===== config.mk =====
export PLATFORM = sky130hd
export DESIGN_NAME = exc_vec_classifier
export DESIGN_NICKNAME = d
export VERILOG_FILES = /design/src/rtl/exc_cls_pkg.sv /design/src/rtl/exc_line_decode.sv /design/src/rtl/exc_priv_check.sv /design/src/rtl/exc_priority_sel.sv /design/src/rtl/exc_vec_classifier.sv
export SDC_FILE = /design/constraint.sdc
export NUM_CORES = 1
export LEC_CHECK = 0
export ABC_AREA = 1
export CAP_MARGIN = 15
export CORE_ASPECT_RATIO = 1.1
export CORE_UTILIZATION = 24
export DETAILED_ROUTE_END_ITERATION = 12
export PLACE_DENSITY_LB_ADDON = 0.1
export SYNTH_ARGS = -nofsm -noshare
export SYNTH_HDL_FRONTEND = slang
export SYNTH_SLANG_ARGS = --single-unit

===== constraint.sdc =====
create_clock -name clk -period 0.8 [get_ports clk]
set_clock_uncertainty 0.15 [all_clocks]
set_input_delay 0.16 -clock clk [delete_from_list [all_inputs] [get_ports clk]]
set_output_delay 0.16 -clock clk [all_outputs]
set_load 0.1 [all_outputs]

===== src/rtl/exc_cls_pkg.sv =====
package exc_cls_pkg;
    localparam int OPW      = 16;
    localparam int LINEW    = 4;
    localparam int VECW     = 8;
    localparam int OFFW     = VECW + 2;

    localparam logic [LINEW-1:0] LINE_USER = 4'hA;
    localparam logic [LINEW-1:0] LINE_COPR = 4'hF;

    localparam logic [VECW-1:0] V_ILLEGAL = 8'd4;
    localparam logic [VECW-1:0] V_DIVZERO = 8'd5;
    localparam logic [VECW-1:0] V_PRIV    = 8'd8;
    localparam logic [VECW-1:0] V_LINE_A  = 8'd10;
    localparam logic [VECW-1:0] V_LINE_F  = 8'd11;

    typedef struct packed {
        logic ill;
        logic la;
        logic lf;
        logic priv;
        logic dz;
    } cause_t;

    typedef struct packed {
        logic            req;
        logic [VECW-1:0] vec;
        logic [OFFW-1:0] off;
    } exc_out_t;
endpackage


===== src/rtl/exc_line_decode.sv =====
module exc_line_decode
    import exc_cls_pkg::*;
(
    input  logic [OPW-1:0] opword,
    input  logic           illegal_op,
    input  logic           mac_ok,
    input  logic           linef_ok,
    output logic           ill_c,
    output logic           la_c,
    output logic           lf_c
);
    logic [LINEW-1:0] line_fld;
    logic             is_a;
    logic             is_f;

    always_comb begin
        line_fld = opword[OPW-1 -: LINEW];
        is_a     = (line_fld == LINE_USER);
        is_f     = (line_fld == LINE_COPR);
        la_c     = is_a && !mac_ok;
        lf_c     = is_f && !linef_ok;
        ill_c    = !is_a && !is_f && illegal_op;
    end
endmodule


===== src/rtl/exc_priv_check.sv =====
module exc_priv_check (
    input  logic priv_op,
    input  logic halt_op,
    input  logic user_mode,
    input  logic uhalt_en,
    output logic priv_c
);
    logic halt_exempt;

    always_comb begin
        halt_exempt = halt_op && uhalt_en;
        priv_c      = priv_op && user_mode && !halt_exempt;
    end
endmodule


===== src/rtl/exc_priority_sel.sv =====
module exc_priority_sel
    import exc_cls_pkg::*;
(
    input  cause_t          causes,
    output logic            hit,
    output logic [VECW-1:0] vec,
    output logic [OFFW-1:0] off
);
    always_comb begin
        hit = 1'b1;
        vec = '0;
        if (causes.la)        vec = V_LINE_A;
        else if (causes.lf)   vec = V_LINE_F;
        else if (causes.ill)  vec = V_ILLEGAL;
        else if (causes.priv) vec = V_PRIV;
        else if (causes.dz)   vec = V_DIVZERO;
        else                  hit = 1'b0;
        off = {vec, 2'b00};
    end
endmodule


===== src/rtl/exc_vec_classifier.sv =====
module exc_vec_classifier
    import exc_cls_pkg::*;
(
    input  logic            clk,
    input  logic            rst_n,
    input  logic            issue_vld,
    input  logic [OPW-1:0]  opword,
    input  logic            illegal_op,
    input  logic            mac_ok,
    input  logic            linef_ok,
    input  logic            priv_op,
    input  logic            halt_op,
    input  logic            div_zero,
    input  logic            user_mode,
    input  logic            uhalt_en,
    output logic            exc_req,
    output logic [VECW-1:0] exc_vec,
    output logic [OFFW-1:0] exc_off
);
    cause_t          cause_w;
    logic            hit_w;
    logic [VECW-1:0] vec_w;
    logic [OFFW-1:0] off_w;
    exc_out_t        st_d;
    exc_out_t        st_q;

    exc_line_decode u_line (
        .opword     (opword),
        .illegal_op (illegal_op),
        .mac_ok     (mac_ok),
        .linef_ok   (linef_ok),
        .ill_c      (cause_w.ill),
        .la_c       (cause_w.la),
        .lf_c       (cause_w.lf)
    );

    exc_priv_check u_priv (
        .priv_op   (priv_op),
        .halt_op   (halt_op),
        .user_mode (user_mode),
        .uhalt_en  (uhalt_en),
        .priv_c    (cause_w.priv)
    );

    assign cause_w.dz = div_zero;

    exc_priority_sel u_sel (
        .causes (cause_w),
        .hit    (hit_w),
        .vec    (vec_w),
        .off    (off_w)
    );

    always_comb begin
        st_d = '0;
        if (issue_vld && hit_w) begin
            st_d.req = 1'b1;
            st_d.vec = vec_w;
            st_d.off = off_w;
        end
    end

    always_ff @(posedge clk or negedge rst_n) begin
        if (!rst_n) st_q <= '0;
        else        st_q <= st_d;
    end

    assign exc_req = st_q.req;
    assign exc_vec = st_q.vec;
    assign exc_off = st_q.off;


    req_after_issue_chk: assert property (@(posedge clk) disable iff (!rst_n)
        exc_req |-> $past(issue_vld));

    idle_no_req_chk: assert property (@(posedge clk) disable iff (!rst_n)
        !issue_vld |=> !exc_req);

    off_tracks_vec_chk: assert property (@(posedge clk) disable iff (!rst_n)
        exc_off == OFFW'(exc_vec) * OFFW'(4));

    idle_zero_chk: assert property (@(posedge clk) disable iff (!rst_n)
        !exc_req |-> (exc_vec == '0 && exc_off == '0));

    legal_vec_chk: assert property (@(posedge clk) disable iff (!rst_n)
        exc_req |-> (exc_vec == V_ILLEGAL || exc_vec == V_DIVZERO ||
                     exc_vec == V_PRIV || exc_vec == V_LINE_A ||
                     exc_vec == V_LINE_F));

    line_a_vec_chk: assert property (@(posedge clk) disable iff (!rst_n)
        (issue_vld && opword[OPW-1 -: LINEW] == LINE_USER && !mac_ok)
        |=> (exc_req && exc_vec == V_LINE_A));
endmodule


==> flow_metrics.env <==
export IMPL_status="finished, violations left"
export IMPL_violations="hold timing, setup timing"
export IMPL_cts_buffers_inserted=3
export IMPL_num_antenna_cells=0
export IMPL_yosysTopAreaCell="dfrtp_1"
export IMPL_start_util_pct=25.8
export IMPL_maxSlewViolCount=0
export IMPL_power_leakage_uw=0.000390
export IMPL_globalplace_congestion=0.740
export IMPL_drc=0
export IMPL_post_route_period_util_pct=153
export IMPL_num_nets_final=105
export IMPL_drv_cap=0
export IMPL_cts_root_buf="clkbuf_4"
export IMPL_slowest_delay_ns=0.50
export IMPL_die_h_um=45.4
export IMPL_crit_required_ns=0.49
export IMPL_setup_tns_final_ns=-4.02
export IMPL_stdcell_area_um2=867
export IMPL_rsz0062_at_grt="true"
export IMPL_drt_initial_drc_count=3
export IMPL_syn_to_final_growth_pct=111
export IMPL_yosys_top_cells_area="dfrtp_1 30%, buf_4 26%, nor2_2 9.1%, nand2_1 8.2%, inv_1 6.4%"
export IMPL_grt_pass1_vias=302
export IMPL_routedWlPerCell_um=8.14
export IMPL_drt_first_pass_iters=4
export IMPL_crit_path_end_kind="output pin"
export IMPL_ys_warn_count=0
export IMPL_crit_slowest_cell="dfrtp_4"
export IMPL_syn_instance_count=53
export IMPL_synth_area_um2=412
export IMPL_cts_tree="built"
export IMPL_synth_area_per_cell_um2=7.77
export IMPL_grt_first_pass_wirelength_um=1130
export IMPL_ys_ff_latch=5
export IMPL_grt_overflow=0
export IMPL_timing_hold_ws_ns=-0.00548
export IMPL_final_util_pct=54.4
export IMPL_finalHoldViolations=5
export IMPL_clkSinkCount=5
export IMPL_dieWidth_um=41.5
export IMPL_dpl_instance_area_um2=758
export IMPL_die_area_um2=1880
export IMPL_cts_max_path_buffers=2
export IMPL_clk_pin_slew_worst_paths_ns=0.04
export IMPL_cp_cell_sequence="buf_12"
export IMPL_layout_drive_gt1_share_pct=68.8
export IMPL_n_fill_cell=143
export IMPL_ctsHtreeMaxLevel=1
export IMPL_route_antenna_remaining_nets=0
export IMPL_antenna_found_initial=0
export IMPL_crit_family="flip-flops"
export IMPL_synth_top_area_share_pct=30.4
export IMPL_critPathKind="reg2out"
export IMPL_fmax_ghz=0.819
export IMPL_power_density_nw_per_um2=1470
export IMPL_grt_max_degree=6
export IMPL_track_usage_pct=7.67
export IMPL_cp_max_fo=2
export IMPL_core_um2=1600
export IMPL_cp_start_kind="register"
export IMPL_arrival_ns=0.91
export IMPL_io_buffer_count=23
export IMPL_row_count=15
export IMPL_postRouteWirelength_um=765
export IMPL_ys_types=13
export IMPL_ir_drop_uv=618
export IMPL_num_vias=381
export IMPL_yosysSeqAreaShare_pct=30.4
export IMPL_layout_common_cells="10 x conb_1, 10 x buf_12, 7 x nor2_4"
export IMPL_setup_violations=14
export IMPL_min_path_type="in2async"
export IMPL_post_route_min_period_ns=1.22
export IMPL_via_per_inst=4.05
export IMPL_critPathBufInv=1
export IMPL_ios=46
export IMPL_setup_ws_ns=-0.421
==> layer usage <==
metal  up-vias  GRT usage (%)  wire length (um)
met3         2              0                49
met1       174           7.30               221
li1        179              -                 -
met5         -              0                 0
met4         0           5.81                10
met2        26           15.9               484
==> kinds of logic (layout without fill, tap and decap cells) <==
family                 after synthesis  count (layout)  share of synthesized area [%]
other                                1              10                          0.911
AO/OA/AOI/OAI                        1               1                           1.21
buffers and inverters               22              37                           32.8
AND/OR/NAND/NOR                     24              24                           34.6
flip-flops                           5               5                           30.4
==> Yosys cell counts, drive strengths merged <==
library cell,instances
nand2,13
nor2,7
a21oi,1
conb,1
nand3,4
buf,14
dfrtp,5
inv,8
==> registers in the layout, summed over array words and instances, names as in the netlist <==
name     flops
exc_off      4
exc_req      1
==> worst paths after layout <==
kind	start	end	slack (ns)	cells past startpoint
worst max-delay path	exc_off[3]	exc_vec[1]	-0.42	1
worst min-delay path	rst_n	exc_req	-0.005	1
max in group asynchronous	rst_n	exc_off[2]	0.29	1
min in group clk	div_zero	exc_off[2]	0.15	5
==> repair_timing <==
action                                  CTS  global route
buffers inserted                          0             1
gates resized for setup                  53            16
pin swaps                                10             9
endpoints found under the setup margin   14            14
hold endpoints to repair                  5             0
==> area by class of cell <==
class,instances,area [um^2],area share (%)
Clock buffer,4,26.3,3.03
Inverter,8,32.5,3.75
Multi-Input combinational cell,35,310,35.8
Sequential cell,5,144,16.6
Tap cell,17,21.3,2.45
Timing Repair Buffer,25,333,38.4
==> report_power, final <==
part	total (uW)	leakage (uW)	switching (uW)	internal, uW
Sequential	293	0.0000581	17.7	276
Clock	280	0.0000150	92.6	188
Combinational	698	0.000317	499	199
Total	1270	0.000390	609	663
==> stage by stage <==
step	total power (uW)	cells	worst slack, ns
floorplan	824	62	-0.339
global placement	948	89	-0.799
detailed placement	951	89	-0.825
CTS	1240	93	-0.428
global route	1320	94	-0.437
finish	1270	94	-0.421
(Power assumes the default switching activity.)
